**src/rtl/cmix_pkg.sv**
```systemverilog
package cmix_pkg;

  // Width of one partial product for DW-bit signed operands.
  function automatic int prod_width(input int dw);
    return 2 * dw;
  endfunction

  // Width of the full-precision sum/difference of two products.
  function automatic int sum_width(input int dw);
    return 2 * dw + 1;
  endfunction

  // Number of register stages from operand capture to output.
  localparam int CMIX_LATENCY = 3;

endpackage

```
**src/rtl/cmix_prod_stage.sv**
```systemverilog
module cmix_prod_stage #(
  parameter int DW = 8,
  parameter int PW = 2 * DW
) (
  input  logic                 clk,
  input  logic                 rst,
  input  logic                 in_vld,
  input  logic signed [DW-1:0] a_i,
  input  logic signed [DW-1:0] b_i,
  input  logic signed [DW-1:0] c_i,
  input  logic signed [DW-1:0] d_i,
  output logic                 vld_q,
  output logic signed [PW-1:0] p_ac_q,
  output logic signed [PW-1:0] p_bd_q,
  output logic signed [PW-1:0] p_ad_q,
  output logic signed [PW-1:0] p_bc_q
);

  localparam int NPROD = 4;
  localparam logic signed [DW-1:0] MOST_NEG = {1'b1, {(DW-1){1'b0}}};

  logic signed [DW-1:0] op_x [NPROD];
  logic signed [DW-1:0] op_y [NPROD];
  logic signed [PW-1:0] prod_d [NPROD];
  logic signed [PW-1:0] prod_q [NPROD];

  // Product order: 0 = a*c, 1 = b*d, 2 = a*d, 3 = b*c
  always_comb begin
    op_x[0] = a_i; op_y[0] = c_i;
    op_x[1] = b_i; op_y[1] = d_i;
    op_x[2] = a_i; op_y[2] = d_i;
    op_x[3] = b_i; op_y[3] = c_i;
  end

  for (genvar gi = 0; gi < NPROD; gi++) begin : g_mult
    logic signed [PW-1:0] ext_x;
    logic signed [PW-1:0] ext_y;

    always_comb begin
      ext_x      = PW'(op_x[gi]);
      ext_y      = PW'(op_y[gi]);
      prod_d[gi] = ext_x * ext_y;
    end

    always_ff @(posedge clk or posedge rst) begin
      if (rst) begin
        prod_q[gi] <= '0;
      end else if (in_vld) begin
        prod_q[gi] <= prod_d[gi];
      end
    end
  end

  always_ff @(posedge clk or posedge rst) begin
    if (rst) begin
      vld_q <= 1'b0;
    end else begin
      vld_q <= in_vld;
    end
  end

  assign p_ac_q = prod_q[0];
  assign p_bd_q = prod_q[1];
  assign p_ad_q = prod_q[2];
  assign p_bc_q = prod_q[3];

  AST_OPERAND_RANGE: assert property (@(posedge clk) disable iff (rst)
    in_vld |-> (a_i != MOST_NEG && b_i != MOST_NEG && c_i != MOST_NEG && d_i != MOST_NEG));
  AST_PROD_VLD_SET: assert property (@(posedge clk) disable iff (rst)
    in_vld |=> vld_q);
  AST_PROD_VLD_CLR: assert property (@(posedge clk) disable iff (rst)
    !in_vld |=> !vld_q);

endmodule

```
**src/rtl/cmix_sum_stage.sv**
```systemverilog
module cmix_sum_stage #(
  parameter int PW = 16,
  parameter int SW = PW + 1
) (
  input  logic                 clk,
  input  logic                 rst,
  input  logic                 in_vld,
  input  logic signed [PW-1:0] p_ac,
  input  logic signed [PW-1:0] p_bd,
  input  logic signed [PW-1:0] p_ad,
  input  logic signed [PW-1:0] p_bc,
  output logic                 vld_q,
  output logic signed [SW-1:0] re_q,
  output logic signed [SW-1:0] im_q
);

  logic signed [SW-1:0] ac_x, bd_x, ad_x, bc_x;
  logic signed [SW-1:0] re_d, im_d;

  always_comb begin
    ac_x = SW'(p_ac);
    bd_x = SW'(p_bd);
    ad_x = SW'(p_ad);
    bc_x = SW'(p_bc);
    re_d = ac_x - bd_x;
    im_d = ad_x + bc_x;
  end

  always_ff @(posedge clk or posedge rst) begin
    if (rst) begin
      re_q <= '0;
      im_q <= '0;
    end else if (in_vld) begin
      re_q <= re_d;
      im_q <= im_d;
    end
  end

  always_ff @(posedge clk or posedge rst) begin
    if (rst) begin
      vld_q <= 1'b0;
    end else begin
      vld_q <= in_vld;
    end
  end

  AST_SUM_HEADROOM: assert property (@(posedge clk) disable iff (rst)
    vld_q |-> (re_q[SW-1] == re_q[SW-2] && im_q[SW-1] == im_q[SW-2]));
  AST_SUM_VLD_SET: assert property (@(posedge clk) disable iff (rst)
    in_vld |=> vld_q);

endmodule

```
**src/rtl/cmix_out_stage.sv**
```systemverilog
module cmix_out_stage #(
  parameter int SW = 17,
  parameter int OW = 8
) (
  input  logic                 clk,
  input  logic                 rst,
  input  logic                 in_vld,
  input  logic signed [SW-1:0] re_sum,
  input  logic signed [SW-1:0] im_sum,
  output logic                 vld_q,
  output logic        [OW-1:0] re_q,
  output logic        [OW-1:0] im_q
);

  // Keep the OW bits just below the redundant top bit.
  localparam int TOP = SW - 2;

  logic [OW-1:0] re_d, im_d;

  always_comb begin
    re_d = re_sum[TOP -: OW];
    im_d = im_sum[TOP -: OW];
  end

  always_ff @(posedge clk or posedge rst) begin
    if (rst) begin
      re_q <= '0;
      im_q <= '0;
    end else if (in_vld) begin
      re_q <= re_d;
      im_q <= im_d;
    end
  end

  always_ff @(posedge clk or posedge rst) begin
    if (rst) begin
      vld_q <= 1'b0;
    end else begin
      vld_q <= in_vld;
    end
  end

  AST_OUT_HOLD: assert property (@(posedge clk) disable iff (rst)
    !in_vld |=> ($stable(re_q) && $stable(im_q)));
  AST_OUT_VLD_CLR: assert property (@(posedge clk) disable iff (rst)
    !in_vld |=> !vld_q);

endmodule

```
**src/rtl/cmix_mixer.sv**
```systemverilog
module cmix_mixer
  import cmix_pkg::*;
#(
  parameter int DW = 8,
  parameter int OW = 8
) (
  input  logic                 clk,
  input  logic                 rst,
  input  logic                 in_vld,
  input  logic signed [DW-1:0] a_i,
  input  logic signed [DW-1:0] b_i,
  input  logic signed [DW-1:0] c_i,
  input  logic signed [DW-1:0] d_i,
  output logic                 out_vld,
  output logic        [OW-1:0] re_o,
  output logic        [OW-1:0] im_o
);

  localparam int PW = prod_width(DW);
  localparam int SW = sum_width(DW);

  logic                 s1_vld;
  logic signed [PW-1:0] s1_ac, s1_bd, s1_ad, s1_bc;
  logic                 s2_vld;
  logic signed [SW-1:0] s2_re, s2_im;

  cmix_prod_stage #(.DW(DW), .PW(PW)) u_prod (
    .clk    (clk),
    .rst    (rst),
    .in_vld (in_vld),
    .a_i    (a_i),
    .b_i    (b_i),
    .c_i    (c_i),
    .d_i    (d_i),
    .vld_q  (s1_vld),
    .p_ac_q (s1_ac),
    .p_bd_q (s1_bd),
    .p_ad_q (s1_ad),
    .p_bc_q (s1_bc)
  );

  cmix_sum_stage #(.PW(PW), .SW(SW)) u_sum (
    .clk    (clk),
    .rst    (rst),
    .in_vld (s1_vld),
    .p_ac   (s1_ac),
    .p_bd   (s1_bd),
    .p_ad   (s1_ad),
    .p_bc   (s1_bc),
    .vld_q  (s2_vld),
    .re_q   (s2_re),
    .im_q   (s2_im)
  );

  cmix_out_stage #(.SW(SW), .OW(OW)) u_out (
    .clk    (clk),
    .rst    (rst),
    .in_vld (s2_vld),
    .re_sum (s2_re),
    .im_sum (s2_im),
    .vld_q  (out_vld),
    .re_q   (re_o),
    .im_q   (im_o)
  );

  AST_RST_CLEAR: assert property (@(posedge clk)
    (rst && $past(rst)) |-> (!out_vld && re_o == '0 && im_o == '0));
  AST_STREAM_ORDER: assert property (@(posedge clk) disable iff (rst)
    (s1_vld && s2_vld) |=> (s2_vld && out_vld));

endmodule

```
**config.mk**
```make
export PLATFORM = sky130hd
export DESIGN_NAME = cmix_mixer
export DESIGN_NICKNAME = d
export VERILOG_FILES = /design/src/rtl/cmix_pkg.sv /design/src/rtl/cmix_prod_stage.sv /design/src/rtl/cmix_sum_stage.sv /design/src/rtl/cmix_out_stage.sv /design/src/rtl/cmix_mixer.sv
export SDC_FILE = /design/constraint.sdc
export NUM_CORES = 1
export LEC_CHECK = 0
export BUFFER_PORTS_ARGS = -buffer_cell sky130_fd_sc_hd__buf_2
export CORE_MARGIN = 3
export CORE_UTILIZATION = 25
export DETAILED_ROUTE_END_ITERATION = 8
export PLACE_DENSITY = 0.5
export SYNTH_ARGS = -nofsm -noshare
export SYNTH_HDL_FRONTEND = slang
export SYNTH_HIERARCHICAL = 1
export SYNTH_SLANG_ARGS = --single-unit
```
**constraint.sdc**
```tcl
create_clock -name clk -period 3.25 [get_ports clk]
set_input_delay 0.1625 -clock clk [delete_from_list [all_inputs] [get_ports clk]]
set_output_delay 0.1625 -clock clk [all_outputs]
set_load 0.005 [all_outputs]
```
==> results of run 1 <==
==> sequential cells by signal, summed over array words and instances, names as in the netlist <==
name,cells
u_sum/im_q,8
u_sum/re_q,8
u_out/im_q,8
u_prod/p_ad_q,16
u_prod/p_bd_q,16
u_prod/p_bc_q,16
u_prod/p_ac_q,16
u_out/re_q,8
u_out/vld_q,1
u_prod/vld_q,1
u_sum/vld_q,1
==> worst max-delay path, delay by kind of cell <==
| kind | cells | cell delay (ns) |
|---|---|---|
| adder cells (fa/ha/maj) | 5 | 2.21 |
| buffers and inverters | 7 | 0.58 |
| AND/OR/NAND/NOR | 3 | 0.57 |
| AO/OA/AOI/OAI | 4 | 0.50 |
==> what timing repair did <==
action,4_1_cts,5_1_grt
endpoints found under the hold margin,59,0
resized for setup,257,65
setup endpoints to repair,39,37
hold buffers,1,0
pin swaps,125,80
cloned,3,0
setup buffers,28,8
==> per-stage QoR <==
| step | setup TNS (ns) | util |
|---|---|---|
| after floorplan | -14.04 | - |
| after global placement | -33.46 | 0.3094 |
| after detailed placement | -34.49 | 0.3094 |
| after CTS | -10.98 | 0.3361 |
| after global routing | -16.77 | 0.3414 |
| final | -12.34 | 0.3414 |
==> power by group through the flow <==
stage	combinational, uW	clock, uW	sequential [uW]
finish	15700	1180	2330
global route	17400	1260	2400
CTS	15200	1220	2340
detailed placement	13600	0	2360
global placement	13500	0	2350
floorplan	8910	0	2090
==> cell type report <==
class / count / area (um2)
fill: 6091 / 39160
multi-input combinational: 1079 / 12460
timing repair buffer: 306 / 2779
sequential: 99 / 2477
inverter: 347 / 1313
tap: 773 / 967.2
clock buffer: 9 / 225.2
clock inverter: 7 / 85.08
==> routing by layer <==
layer	share of wire	vias to the layer above	GRT usage
met2	0.47	143	0.2223
met3	0.022	30	0.01369
li1	-	5441	-
met5	0	-	0
met4	0.018	0	0.03214
met1	0.49	5662	0.1903
==> worst min path at each step <==
stage,slack (ns),cells after the start,to,start
global route,0.19,2,u_prod/p_ac_q[8],in_vld
global placement,0.34,2,u_prod/p_ad_q[14],rst
floorplan,0.09,1,u_out/im_q[0],rst
detailed placement,0.33,2,u_prod/p_ad_q[5],rst
finish,0.19,3,u_prod/p_bc_q[0],b_i[0]
CTS,0.17,3,u_prod/p_bc_q[0],b_i[0]
==> qor.txt, run 1 <==
Clk slew on worst S/H paths -> 0.08 ns
CP Launch Type -> input pin
# placed instances -> 2572
P_leak -> 0.009666 uW
R2R setup slack -> 0.82 ns
Status -> finished, violations left
CP Data Required Time -> 3.51 ns
Clk_lat worst skew -> 0.38 ns
Worst Path Max Fanout -> 7
R2r endpoint -> u_sum/im_q[14]
Mapped Area -> 15140 um2
Worst Setup SP -> d_i[3]
Overall Power -> 19230 uW
WHS -> 0.1899 ns
P_int -> 10570 uW
Routability cong. -> 0.8235
Die height -> 252.1 um
Layout Nets -> 2247
Largest net degree at the start of global routing -> 49
# IOs -> 52
Detail Placement HPWL -> 33.22 mm
# setup viols final -> 35
Share of cells above drive strength 1 -> 0.3573
Global-route wire length before repair -> 67.47 mm
Ys Warns -> 6
Total track usage -> 0.1347
Final Hold Vio Count -> 0
Post-Syn Nets -> 1983
Core area -> 59460 um2
H-tree depth -> 3
Clock tree buffer depth -> 2
Initial core utilization -> 0.2546
Worst Max-Slew Pin Slew -> 0.9305 ns
Final antenna-violating net count -> 0
Root Buffer Master -> clkbuf_16
Max_cap viols -> 0
Hold Path Class -> in2reg
Psw -> 8661 uW
Worst r2r src -> u_prod/p_ad_q[0]
Slowest stage delay, CP -> 0.49 ns
Combinational power share -> 0.818
CTS tree -> built
Fmax -> 265.7 MHz
Synthesis-to-finish area growth -> 34.08%
# clock sinks -> 99
Max_slew headroom -> 0.3790
Core Rows -> 89
Critical Path, Cell by Cell -> buf_12, buf_12, and2_4, fa_1, inv_1, fa_1, inv_1, fa_1, inv_1, fa_1, inv_2, ha_4, o21ai_4, o21ai_2, a41o_1, a221oi_2, buf_4, nand4b_1, or3b_1
Final WL -> 40.93 mm
Total gr overflow -> 0
Synthesized instance count -> 1578
Drt drc -> 0
Failing checks -> negative setup slack
CTS Buf Count -> 9
Dpl ws -> -1.143 ns
CP max stage cell -> fa_1
Setup crit end kind -> register
Drt first pass iters -> 5
Vias in the first global route -> 12280
Design Area, Final -> 20300 um2
Non-Filler Instances -> 2620
Crit share post-route -> 1.158
Clk pwr share -> 0.061
Most frequent cells in the layout -> 296 x inv_1, 214 x buf_4, 202 x fa_1
Vias per inst -> 4.304
Clock skew -> 0.008377 ns
Final worst setup slack -> -0.5138 ns
RSZ-0062 raised after global routing -> yes
Switching fraction of total power -> 0.4503
WS Path Type -> in2reg
Dpl cell area -> 18400 um2
Die width -> 252.1 um
Worst EP arrival -> 4.02 ns
PwrDens -> 947.3 nW/um2
Setup crit end -> u_prod/p_bd_q[15]
N_diodes -> 0
Crit path top cell by count -> fa_1
VDD IR-drop max -> 0.4982 mV
Sequential power share -> 0.121
Drt first-iter violations -> 466
Fin. max-slew vios -> 0
Commonest non-fill, non-tap cell in the layout -> inv_1
DR WL/cell -> 15.62 um
Die ar. -> 63560 um2
Avg Cell Area, Syn -> 9.596 um2
Reg2Reg Depth -> 8
Min Tclk post-route -> 3.764 ns
Vias -> 11280
Initial antenna violation count -> 0
Port bufs -> 51
No activity file was read; power rests on OpenSTA's default activity.
==> inputs of run 2 (changes only) <==
--- a/config.mk
+++ b/config.mk
@@ -10,6 +10,7 @@
 export CORE_UTILIZATION = 25
 export DETAILED_ROUTE_END_ITERATION = 8
 export PLACE_DENSITY = 0.5
+export REMOVE_ABC_BUFFERS = 1
 export SYNTH_ARGS = -nofsm -noshare
 export SYNTH_HDL_FRONTEND = slang
 export SYNTH_HIERARCHICAL = 1
==> run 2 against run 1 <==
Critical path type unchanged; first-iteration DRC count fell by 7.7%; routed wire length rose by 2.8%; sequential share of layout area fell by 0.41 points; the run still ends with negative setup slack left; clock skew rose by 0.0050 ns; sequential cell count did not move; critical endpoint is now u_prod/p_ac_q[15]; count of clock-buffer cells in the layout did not move; via count fell by 0.13%; non-clock buffer count rose by 29.
==> qor.txt, run 2 (same netlist as run 1, synthesis figures left out) <==
Status -> finished, violations left
Failing checks -> negative setup slack
Port bufs -> 51
Detail Placement HPWL -> 33.76 mm
Vias -> 11260
VDD IR-drop max -> 0.5385 mV
Most frequent cells in the layout -> 278 x inv_1, 208 x buf_4, 194 x fa_1
Drt drc -> 0
Core area -> 59460 um2
CP Data Required Time -> 3.50 ns
DR WL/cell -> 15.89 um
Vias in the first global route -> 11920
Crit share post-route -> 1.166
RSZ-0062 raised after global routing -> yes
Hold path startpoint -> a_i[0]
Clock skew -> 0.01334 ns
Design Area, Final -> 21010 um2
# clock sinks -> 99
Synthesis-to-finish area growth -> 38.77%
Die width -> 252.1 um
Drt first pass iters -> 4
Dpl cell area -> 17840 um2
# setup viols final -> 36
Hold Path Class -> in2reg
Final Hold Vio Count -> 0
H-tree depth -> 3
CP Launch Type -> input pin
Die ar. -> 63560 um2
Worst Max-Slew Pin Slew -> 0.8587 ns
Setup TNS -> -12.78 ns
Min Tclk post-route -> 3.790 ns
Total gr overflow -> 0
Global-route wire length before repair -> 66.67 mm
Final core utilization -> 0.3534
Final WL -> 42.10 mm
Total track usage -> 0.1336
Initial antenna violation count -> 0
Max_cap viols -> 0
Fin. max-slew vios -> 0
Final antenna-violating net count -> 0
Initial core utilization -> 0.2546
# IOs -> 52
Die height -> 252.1 um
Drt first-iter violations -> 430
Worst EP arrival -> 4.04 ns
Final worst setup slack -> -0.5398 ns
Clk slew on worst S/H paths -> 0.08 ns
Filler cells -> 6006
Root Buffer Master -> clkbuf_16
P_leak -> 0.009914 uW
Routability cong. -> 0.8152
Dpl ws -> -1.232 ns
Vias per inst -> 4.251
Critical Path, Cell by Cell -> buf_12, buf_12, buf_6, and2_4, fa_2, fa_1, inv_2, fa_1, inv_2, fa_2, xor2_2, xnor2_2, xnor2_2, mux2i_1, a21oi_1, or3b_1
CTS tree -> built
Worst path bufs/invs -> 5
Setup crit end kind -> register
Worst Path Max Fanout -> 8
Core Rows -> 89
Max_slew headroom -> 0.4276
Worst r2r src -> u_prod/p_bc_q[0]
Worst Setup SP -> a_i[7]
CP max stage cell -> fa_1
Largest net degree at the start of global routing -> 50
Delay-heaviest family, CP -> adder cells
WS Path Type -> in2reg
Fmax -> 263.9 MHz
Slowest stage delay, CP -> 0.56 ns
N_diodes -> 0
CTS Buf Count -> 9
PwrDens -> 937.6 nW/um2
Layout Nets -> 2276
Share of cells above drive strength 1 -> 0.4014
Clock tree buffer depth -> 2
Clk_lat worst skew -> 0.37 ns
Commonest non-fill, non-tap cell in the layout -> inv_1
==> run 2: changes by cell type in the layout (fill, tap and decap cells not counted), moves of 6 or more <==
cell,delta
fa_2,+8
ha_1,-9
inv_1,-18
buf_4,-6
inv_2,+18
fa_1,-8
buf_6,+32
ha_4,+11
and2_4,+16
and2_1,-16
==> run 2: power by group <==
| group | internal (uW) | switching, uW | total (uW) |
|---|---|---|---|
| Clock | 542 | 559 | 1100 |
| Combinational | 8440 | 7920 | 16400 |
| Sequential | 1840 | 398 | 2240 |
| Total | 10800 | 8880 | 19700 |
==> run 2: cell type report <==
class                      count  area (um2)  share of cell area
multi-input combinational   1079       12810              0.6097
tap                          773       967.2             0.04603
timing repair buffer         335        3152              0.1500
clock inverter                 7       70.07            0.003335
sequential                    99        2477              0.1179
clock buffer                   9       225.2             0.01072
inverter                     347        1310             0.06234
==> run 2: path summary, 6_finish.rpt <==
path,to,slack [ns],cells after the start
worst min-delay path,u_prod/p_ac_q[0],0.26,4
worst min register to register,u_prod/p_bd_q[7],0.49,1
worst max register to register,u_sum/im_q[14],0.78,8
min in group asynchronous,u_out/im_q[1],0.46,3
worst max-delay path,u_prod/p_ac_q[15],-0.54,16
max in group asynchronous,u_prod/p_ac_q[1],1.82,4
==> run 2: per-stage QoR <==
| stage | cells | total power, uW | hold slack, ns |
|---|---|---|---|
| after floorplan | 1525 | 10030 | 0.08857 |
| after global placement | 2567 | 14340 | 0.3304 |
| after detailed placement | 2567 | 14530 | 0.3525 |
| after CTS | 2625 | 18290 | 0.3177 |
| after global routing | 2649 | 21460 | 0.2762 |
| final | 2649 | 19700 | 0.2597 |
==> run 2: repair_timing <==
action	4_1_cts	5_1_grt
gates resized for setup	385	179
hold buffers	1	0
setup endpoints to repair	40	40
pin swaps	171	155
setup buffers	41	29
cloned	2	1
hold endpoints to repair	68	0
==> run 2: worst register-to-register path, stage by stage, from the launching register on <==
cell	delay (ns)
dfrtp_1	0.41
ha_1	0.23
fa_1	0.39
a211oi_2	0.23
o211ai_1	0.15
and3_1	0.24
a221oi_2	0.34
nor4_1	0.09
a311o_1	0.29
==> run 2: layer usage <==
| metal | GRT usage | up-vias | part of all wire |
|---|---|---|---|
| met5 | 0 | - | 0 |
| met4 | 0.03032 | 0 | 0.019 |
| met3 | 0.01214 | 32 | 0.018 |
| met2 | 0.2260 | 120 | 0.48 |
| met1 | 0.1859 | 5615 | 0.48 |
| li1 | - | 5494 | - |
